===== src/rtl/wcp_pkg.sv =====
package wcp_pkg;

  typedef enum logic [0:0] {
    CHK_DATA   = 1'b0,
    CHK_TOGGLE = 1'b1
  } chk_mode_e;

  typedef enum logic [2:0] {
    ST_IDLE,
    ST_POLL,
    ST_EVAL,
    ST_SETTLE,
    ST_CONF1,
    ST_CONF2,
    ST_DONE,
    ST_ERR
  } wcp_state_e;

  localparam int unsigned POLARITY_BIT = 7;
  localparam int unsigned TOGGLE_BIT   = 6;

  function automatic logic is_read_state(wcp_state_e s);
    return (s == ST_POLL) || (s == ST_CONF1) || (s == ST_CONF2);
  endfunction

endpackage


===== src/rtl/wcp_read_port.sv =====
module wcp_read_port #(
  parameter int unsigned AW = 16,
  parameter int unsigned DW = 8
) (
  input  logic          clk,
  input  logic          rst,
  input  logic          issue,
  input  logic [AW-1:0] issue_addr,
  input  logic          rd_valid,
  input  logic [DW-1:0] rd_data,
  output logic          rd_req,
  output logic [AW-1:0] rd_addr,
  output logic          resp_valid,
  output logic [DW-1:0] resp_data
);

  logic waiting;

  always_ff @(posedge clk) begin
    if (rst) begin
      rd_req  <= 1'b0;
      rd_addr <= '0;
      waiting <= 1'b0;
    end else begin
      rd_req <= issue;
      if (issue) begin
        rd_addr <= issue_addr;
        waiting <= 1'b1;
      end else if (rd_valid && waiting) begin
        waiting <= 1'b0;
      end
    end
  end

  assign resp_valid = rd_valid && waiting;
  assign resp_data  = rd_data;

  // a new request is never issued while one is outstanding
  a_r10_single_outstanding: assert property (@(posedge clk) disable iff (rst)
    issue |-> !waiting || resp_valid);

endmodule


===== src/rtl/wcp_settle_timer.sv =====
module wcp_settle_timer #(
  parameter int unsigned CYC = 250
) (
  input  logic clk,
  input  logic rst,
  input  logic load,
  output logic expired
);

  localparam int unsigned TW = (CYC > 1) ? $clog2(CYC) : 1;
  localparam logic [TW-1:0] LOADV = TW'((CYC > 0) ? CYC - 1 : 0);

  logic [TW-1:0] cnt;

  always_ff @(posedge clk) begin
    if (rst) begin
      cnt <= '0;
    end else if (load) begin
      cnt <= LOADV;
    end else if (cnt != '0) begin
      cnt <= cnt - 1'b1;
    end
  end

  assign expired = (cnt == '0);

  // the window is reloaded to its full length on every start
  a_r5_reload: assert property (@(posedge clk) disable iff (rst)
    load |=> (cnt == LOADV));

endmodule


===== src/rtl/wcp_status_judge.sv =====
module wcp_status_judge
  import wcp_pkg::*;
#(
  parameter int unsigned DW = 8
) (
  input  logic          clk,
  input  logic          rst,
  input  logic          clear,
  input  chk_mode_e     mode,
  input  logic [DW-1:0] expect_v,
  input  logic          update,
  input  logic [DW-1:0] poll_v,
  input  logic [DW-1:0] conf_v,
  output logic          poll_hit,
  output logic          conf_ok
);

  logic prev_tog;
  logic seen;

  always_ff @(posedge clk) begin
    if (rst || clear) begin
      prev_tog <= 1'b0;
      seen     <= 1'b0;
    end else if (update) begin
      prev_tog <= poll_v[TOGGLE_BIT];
      seen     <= 1'b1;
    end
  end

  always_comb begin
    if (mode == CHK_DATA) begin
      poll_hit = (poll_v[POLARITY_BIT] == expect_v[POLARITY_BIT]);
    end else begin
      poll_hit = seen && (poll_v[TOGGLE_BIT] == prev_tog);
    end
  end

  assign conf_ok = (conf_v == expect_v);

endmodule


===== src/rtl/wcp_engine.sv =====
module wcp_engine
  import wcp_pkg::*;
#(
  parameter int unsigned AW         = 16,
  parameter int unsigned DW         = 8,
  parameter int unsigned SETTLE_CYC = 250,
  parameter int unsigned MAX_POLLS  = 1024
) (
  input  logic          clk,
  input  logic          rst,
  input  logic          start,
  input  logic          mode,
  input  logic [AW-1:0] tgt_addr,
  input  logic [DW-1:0] exp_data,
  output logic          busy,
  output logic          rd_req,
  output logic [AW-1:0] rd_addr,
  input  logic          rd_valid,
  input  logic [DW-1:0] rd_data,
  output logic          done,
  output logic          fail
);

  localparam int unsigned PCW = (MAX_POLLS > 1) ? $clog2(MAX_POLLS) : 1;
  localparam logic [PCW-1:0] LAST_POLL = PCW'(MAX_POLLS - 1);

  wcp_state_e state, state_n;
  chk_mode_e  mode_q;
  logic [AW-1:0] addr_q;
  logic [DW-1:0] exp_q;
  logic [DW-1:0] data_q;
  logic [PCW-1:0] poll_cnt;

  logic accept;
  logic issue;
  logic resp_valid;
  logic [DW-1:0] resp_data;
  logic poll_hit, conf_ok;
  logic settle_load, settle_done;

  assign accept = (state == ST_IDLE) && start;

  always_comb begin
    state_n = state;
    case (state)
      ST_IDLE:   if (start) state_n = ST_POLL;
      ST_POLL:   if (resp_valid) state_n = ST_EVAL;
      ST_EVAL: begin
        if (poll_hit) begin
          state_n = (SETTLE_CYC == 0) ? ST_CONF1 : ST_SETTLE;
        end else if (poll_cnt == LAST_POLL) begin
          state_n = ST_ERR;
        end else begin
          state_n = ST_POLL;
        end
      end
      ST_SETTLE: if (settle_done) state_n = ST_CONF1;
      ST_CONF1:  if (resp_valid) state_n = conf_ok ? ST_CONF2 : ST_ERR;
      ST_CONF2:  if (resp_valid) state_n = conf_ok ? ST_DONE : ST_ERR;
      ST_DONE:   state_n = ST_IDLE;
      ST_ERR:    state_n = ST_IDLE;
      default:   state_n = ST_IDLE;
    endcase
  end

  assign issue       = is_read_state(state_n) && (state_n != state);
  assign settle_load = (state == ST_EVAL) && (state_n == ST_SETTLE);

  always_ff @(posedge clk) begin
    if (rst) begin
      state    <= ST_IDLE;
      mode_q   <= CHK_DATA;
      addr_q   <= '0;
      exp_q    <= '0;
      data_q   <= '0;
      poll_cnt <= '0;
    end else begin
      state <= state_n;
      if (accept) begin
        mode_q   <= chk_mode_e'(mode);
        addr_q   <= tgt_addr;
        exp_q    <= exp_data;
        poll_cnt <= '0;
      end
      if ((state == ST_POLL) && resp_valid) begin
        data_q <= resp_data;
      end
      if ((state == ST_EVAL) && !poll_hit && (poll_cnt != LAST_POLL)) begin
        poll_cnt <= poll_cnt + 1'b1;
      end
    end
  end

  assign busy = (state != ST_IDLE);
  assign done = (state == ST_DONE);
  assign fail = (state == ST_ERR);

  wcp_read_port #(.AW(AW), .DW(DW)) u_port (
    .clk        (clk),
    .rst        (rst),
    .issue      (issue),
    .issue_addr (accept ? tgt_addr : addr_q),
    .rd_valid   (rd_valid),
    .rd_data    (rd_data),
    .rd_req     (rd_req),
    .rd_addr    (rd_addr),
    .resp_valid (resp_valid),
    .resp_data  (resp_data)
  );

  wcp_status_judge #(.DW(DW)) u_judge (
    .clk      (clk),
    .rst      (rst),
    .clear    (accept),
    .mode     (mode_q),
    .expect_v (exp_q),
    .update   (state == ST_EVAL),
    .poll_v   (data_q),
    .conf_v   (resp_data),
    .poll_hit (poll_hit),
    .conf_ok  (conf_ok)
  );

  wcp_settle_timer #(.CYC(SETTLE_CYC)) u_settle (
    .clk     (clk),
    .rst     (rst),
    .load    (settle_load),
    .expired (settle_done)
  );

  // outcome pulses
  a_r9_exclusive: assert property (@(posedge clk) disable iff (rst)
    !(done && fail));
  a_r9_done_pulse: assert property (@(posedge clk) disable iff (rst)
    done |=> !done);
  a_r9_fail_pulse: assert property (@(posedge clk) disable iff (rst)
    fail |=> !fail);

  // request strobe and address stability
  a_r10_req_pulse: assert property (@(posedge clk) disable iff (rst)
    rd_req |=> !rd_req);
  a_r10_addr_hold: assert property (@(posedge clk) disable iff (rst)
    (busy && $past(busy)) |-> $stable(rd_addr));

  // a start while busy leaves the latched operation untouched
  a_r2_no_restart: assert property (@(posedge clk) disable iff (rst)
    (start && busy) |=> ($stable(addr_q) && $stable(exp_q) && $stable(mode_q)));

  // first toggle-mode status read cannot end polling
  a_r4_first_toggle: assert property (@(posedge clk) disable iff (rst)
    ((state == ST_EVAL) && (mode_q == CHK_TOGGLE) && (poll_cnt == '0))
      |=> (state != ST_SETTLE) && (state != ST_CONF1));

  // no read follows a failure
  a_r7_quiet_after_fail: assert property (@(posedge clk) disable iff (rst)
    fail |-> !rd_req);

endmodule


===== config.mk =====
export PLATFORM = sky130hd
export DESIGN_NAME = wcp_engine
export DESIGN_NICKNAME = d
export VERILOG_FILES = /design/src/rtl/wcp_pkg.sv /design/src/rtl/wcp_read_port.sv /design/src/rtl/wcp_settle_timer.sv /design/src/rtl/wcp_status_judge.sv /design/src/rtl/wcp_engine.sv
export SDC_FILE = /design/constraint.sdc
export NUM_CORES = 1
export LEC_CHECK = 0
export BUFFER_PORTS_ARGS = -buffer_cell sky130_fd_sc_hd__buf_2
export CORE_MARGIN = 2
export CORE_UTILIZATION = 30
export DETAILED_ROUTE_END_ITERATION = 6
export SLEW_MARGIN = 15
export SYNTH_ARGS = -nofsm -noshare
export SYNTH_HDL_FRONTEND = slang
export SYNTH_SLANG_ARGS = --single-unit

===== constraint.sdc =====
create_clock -name clk -period 2.9 [get_ports clk]
set_input_delay 0.145 -clock clk [delete_from_list [all_inputs] [get_ports clk]]
set_output_delay 0.145 -clock clk [all_outputs]
set_load 0.01 [all_outputs]

# Word level (Yosys, flattened, before mapping)
# Index checks and enable logic that the tools add are counted.
dict set report classes {
  n_addsub 2
  eq_ne 17
  mux 18
  reduce_logical 21
}
# cell count
set op_table {}
lappend op_table {{3-bit 2-to-1 mux} 7}
lappend op_table {{3-bit case mux with 7 select lines} 1}
lappend op_table {{10-bit 2-to-1 mux} 2}
lappend op_table {{3-bit == test (second input constant)} 6}
lappend op_table {{16-bit 2-to-1 mux} 1}
lappend op_table {{8-bit 2-to-1 mux} 2}
lappend op_table {{10-bit by 1-bit adder with 10-bit output (second input constant)} 1}
lappend op_table {{10-bit == test (second input constant)} 1}
lappend op_table {{10-bit inequality test (second input constant)} 1}
lappend op_table {{3-bit by 2-bit == test with 1-bit output (second input constant)} 3}
lappend op_table {{8-bit == test} 1}
lappend op_table {{1-bit logical AND} 8}
lappend op_table {{8-bit zero test} 1}
lappend op_table {{8-bit nonzero test} 1}
lappend op_table {{8-bit by 1-bit subtractor with 8-bit output (second input constant)} 1}
lappend op_table {{3-bit by 1-bit == test with 1-bit output (second input constant)} 2}
lappend op_table {{2-bit nonzero test} 3}
lappend op_table {{1-bit 2-to-1 mux} 4}
lappend op_table {{2-bit OR reduction} 2}
lappend op_table {{3-bit zero test} 1}
lappend op_table {{1-bit logical OR} 3}
lappend op_table {{3-bit inequality test} 1}
lappend op_table {{3-bit nonzero test} 1}
lappend op_table {{1-bit == test} 2}
lappend op_table {{other kinds (2)} 2}
dict set report totals {
  register_bits 74
  out_inout_bits 20
  wordCells 71
}

# Longest topological paths before layout
dict set report depth {
  ltp_word 10
  mapped_depth 8
}

# By module
# Synthesis repeated with hierarchy kept, for this count alone.
dict set report unflattened {
  cells_unflattened 358
  hier_area_um2 3379.5
}
# module n_inst cells_each area_each_um2 seq_area_each_um2
set modules_own_cells {}
lappend modules_own_cells {wcp_engine 1 225 2079.5 920.9}
lappend modules_own_cells {wcp_read_port 1 67 706.9 360.3}
lappend modules_own_cells {wcp_settle_timer 1 45 407.9 160.2}
lappend modules_own_cells {wcp_status_judge 1 21 185.2 40.0}

# Worst setup path before layout
# No wires, ideal clock.
dict set report synth_timing {
  path_kind {register to register}
  from {register u_settle.cnt[0]}
  to {register u_port.rd_addr[10]}
  setup_ns 0.121
  arrival_ns 1.946
  path_slack_ns 0.833
  stages_incl_launch_ff 9
  cell_sequence {dfxtp_1 > inv_1 > ha_1 > nor3b_1 > a21boi_2 > a211oi_2 > o211ai_4 > buf_6 > mux2_4}
}
dict set report synth_via {
  elab_chain_cells 7
}
# item line
set synth_lines {}
lappend synth_lines {{start, declared} wcp_settle_timer.sv:13} ;# logic [TW-1:0] cnt;
lappend synth_lines {{start signal, assigned} wcp_settle_timer.sv:21} ;# cnt <= cnt - 1'b1;
lappend synth_lines {{8-bit zero test *} wcp_settle_timer.sv:25} ;# assign expired = (cnt == '0);
lappend synth_lines {{3-bit 2-to-1 mux *} wcp_engine.sv:57} ;# ST_SETTLE: if (settle_done) state_n = ST_CONF1;
lappend synth_lines {{3-bit case mux with 7 select lines *} wcp_engine.sv:45} ;# case (state)
lappend synth_lines {{3-bit by 1-bit == test with 1-bit output / 3-bit == test (equally long branches)} wcp_pkg.sv:23} ;# return (s == ST_POLL) || (s == ST_CONF1) || (s == ST_CONF2);
lappend synth_lines {{1-bit logical OR (2 in series)} wcp_pkg.sv:23}
lappend synth_lines {{1-bit logical AND *} wcp_engine.sv:66} ;# assign issue = is_read_state(state_n) && (state_n != state);
lappend synth_lines {{end signal, assigned} wcp_read_port.sv:27} ;# rd_addr <= issue_addr;
lappend synth_lines {{end, declared} wcp_read_port.sv:12} ;# output logic [AW-1:0] rd_addr,
# Mark *: on every way between the ends. The rest lies on a longest branch, timed or not.
# A chain may end at the register's enable or synchronous reset.

# Worst setup path after layout
dict set report layout_timing {
  from {register u_settle.cnt[0]}
  to {register u_port.rd_addr[11]}
}
# The elaborated chain is that of the path after synthesis.

==> results.sh <==
export IMPL_yosysTopAreaCellShare_pct=44.5
export IMPL_ctsResizeCount=0
export IMPL_ys_types=48
export IMPL_worst_path_buf_inv=1
export IMPL_wl_mm=6.52
export IMPL_die_h_um=105
export IMPL_first_global_vias=2470
export IMPL_yosys_area_share_xor_xnor_pct=5.16
export IMPL_ys_ff_latch=68
export IMPL_route_detailed_drc=0
export IMPL_syn_area_um2=3060
export IMPL_criticalPathCategory="register to register"
export IMPL_critical_path_top_delay_family="compound AO/OA/AOI/OAI gates"
export IMPL_min_period_over_period_pct=79.6
export IMPL_groute_usage_overall_pct=12.5
export IMPL_slew_headroom_pct=41.3
export IMPL_synth_top_family_by_area="simple AND/OR/NAND/NOR gates"
export IMPL_end_kind="register"
export IMPL_synth_most_common_cell="dfxtp_1"
export IMPL_cp_start_kind="register"
export IMPL_power_frac_comb_pct=20.8
export IMPL_antenna_found_initial=0
export IMPL_synthCells=343
export IMPL_ys_flop_type="dfxtp_1"
export IMPL_clkTransAtPathRegs_ns=0.08
export IMPL_numPortBuffers=56
export IMPL_ir_drop_v=0.000308
export IMPL_seq_power_share_pct=42.5
export IMPL_numCtsBuffers=9
export IMPL_seq_area_frac_synth_pct=44.5
export IMPL_drtIter0Drc=110
export IMPL_cts_htree_levels=3
export IMPL_final_nets=438
export IMPL_worstHoldPathType="input pin to register"
export IMPL_required_ns=3.13
export IMPL_cts_tree="yes"
export IMPL_drv_slew=0
export IMPL_core_um2=9820
export IMPL_dp_hpwl_mm=4.42
export IMPL_p_leak_nw=1.53
export IMPL_worstPathCellList="inv_1, ha_1, nor3b_1, a21boi_2, a211oi_2, o211ai_4, mux2_4"
export IMPL_initial_core_util_pct=31.1
export IMPL_yosys_mux_area_fraction_pct=9.00
export IMPL_num_vias=2508
export IMPL_worstMarginPinSlew_ns=0.881
export IMPL_p_int_mw=1.86
export IMPL_r2r_setup_slack_ns=0.59
export IMPL_clk_insertion_delay_late_ns=0.34
export IMPL_gp_congestion=0.755
export IMPL_layout_drive_gt1_share_pct=26.2
export IMPL_ios=57
export IMPL_synth_area_leaders="dfxtp_1, nand2_1, a21oi_1, mux2_4, nor2b_1"
export IMPL_drtAntennaViolNets=0
export IMPL_clkPwrFrac_pct=36.8
export IMPL_area_delta_synth_final_pct=21.7
export IMPL_wl_per_cell_um=12.1
export IMPL_die_w_um=105
export IMPL_multi_input_area_um2=1590
export IMPL_finalSetupViolCount=0
export IMPL_fmax_ghz=0.433
export IMPL_viasPerCell=4.67
export IMPL_maxCapViolCount=0
export IMPL_synthesis_nets=382
export IMPL_synth_compound_area_share_pct=13.2
export IMPL_worst_path_largest_cell_delay_ns=0.43
export IMPL_cts_hold_buffers=0
export IMPL_die_area_um2=11000
export IMPL_fin_setup_tns_ns=0
export IMPL_fin_hold_ws_ns=0.0324
export IMPL_swShare_pct=28.0
export IMPL_status="completed"
export IMPL_clockRootBuffer="clkbuf_8"
export IMPL_powerDensity_nw_per_um2=693
export IMPL_num_rows=36
export IMPL_post_cts_buffers=0
export IMPL_cts_max_path_buffers=2
export IMPL_synth_edf_count=0
export IMPL_synth_warnings=0
export IMPL_synth_area_leader_cell="dfxtp_1"
export IMPL_crit_slowest_cell="nor3b_1"
export IMPL_cp_data_arrival_time_ns=2.54
export IMPL_drtPass1Iterations=4
export IMPL_fill_cells=1069
export IMPL_synth_common_cells="dfxtp_1, nand2_1, a21oi_1, nor2b_1, nor2_1"
export IMPL_p_sw_uw=723
export IMPL_synth_area_per_cell_um2=8.92
export IMPL_final_min_clock_period_ns=2.31
export IMPL_grt_start_max_net_pins=50
export IMPL_grt_pass1_wl_mm=11.1
export IMPL_synth_simple_gate_area_share_pct=23.8
export IMPL_overflow=0
export IMPL_regArea_um2=1360
export IMPL_fin_skew_ns=0.00773
export IMPL_async_flop_share_pct=0
export IMPL_diodes=0
export IMPL_finalHoldViolations=0
export IMPL_synth_fa_ha_area_share_pct=0.818
export IMPL_cts_sinks=68
export IMPL_rsz0062_at_grt="no"
export IMPL_worst_path_max_fanout=18
per-stage QoR:
| step | utilization (%) | cells | setup WS [ns] | instance area [um^2] | power, mW |
|---|---|---|---|---|---|
| 2_1_floorplan | - | 343 | 0.833 | 3060 | 1.51 |
| 3_3_place_gp | 35.4 | 521 | 0.658 | 3470 | 1.64 |
| 3_5_place_dp | 35.4 | 521 | 0.565 | 3470 | 1.66 |
| 4_1_cts | 37.9 | 537 | 0.559 | 3720 | 2.62 |
| 5_1_grt | 37.9 | 537 | 0.436 | 3720 | 2.74 |
| 6_report | 37.9 | 537 | 0.591 | 3720 | 2.58 |
final cells by class:
type | instances | area share (%)
clock buffer | 9 | 3.33
sequential | 68 | 36.6
tap | 133 | 4.47
timing repair buffer | 64 | 9.14
multi-input combinational | 251 | 42.7
clock inverter | 7 | 3.33
inverter | 5 | 0.504
worst register-to-register path: cells and delay by family (launching register included):
kind	cells	cell delay (ns)
buffers and inverters	1	0.09
flip-flops	1	0.31
multiplexers	1	0.41
AO/OA/AOI/OAI	3	0.75
AND/OR/NAND/NOR	1	0.43
adder cells (fa/ha/maj)	1	0.21
path summary, 6_finish.rpt:
check | start | endpoint | cells after the start
max | u_settle.cnt[0] | u_port.rd_addr[11] | 7
min | exp_data[6] | exp_q[6] | 3
max reg2reg | u_settle.cnt[0] | u_port.rd_addr[11] | 7
min reg2reg | addr_q[6] | addr_q[6] | 2
registers in the layout, summed over array words and instances, names as in the netlist:
signal	count
u_port.rd_req	1
data_q	2
addr_q	16
poll_cnt	10
u_port.rd_addr	16
u_port.waiting	1
exp_q	8
u_judge.seen	1
u_settle.cnt	8
mode_q	1
state	3
u_judge.prev_tog	1
cell families after synthesis:
logic type,after synthesis
compound gates,65
xor+xnor,18
flops,68
simple gates,144
buf+inv,24
fa+ha+maj,2
mux,22
power groups by stage:
stage                     clock network, mW  registers, mW  logic [mW]
after CTS                             0.982           1.10       0.544
after global placement                    0           1.11       0.528
after global routing                   1.02           1.11       0.601
after detailed placement                  0           1.12       0.541
final                                 0.949           1.10       0.536
after floorplan                           0           1.11       0.406
routing by layer:
layer  wire length (um)  share of wire (%)  vias up  global-route usage [%]
li1                   -                  -     1284                       -
met1               2980                 46     1163                    14.6
met2               3050                 47       49                    20.5
met3                331                5.1       12                    4.43
met4                158                2.4        0                    5.90
met5                  0                  0        -                       0
layout by cell type (no fill, tap or decap), types with 3 or more instances in the layout:
cell        n
xnor2_1     7
nand3_1     3
mux2_2      8
mux2i_1     5
dfxtp_1    68
nor4_1      4
mux2_4      9
clkbuf_8    9
and2_1      4
nand2_1    64
nor2_1     16
nor2b_1    21
a21oi_1    42
nor3_1     15
buf_4       8
bufinv_16   3
xor2_1     11
a211oi_1    4
o21ai_0     4
buf_2      56
or3_1       3
inv_1       5
Power figures use the tool's default switching activity.
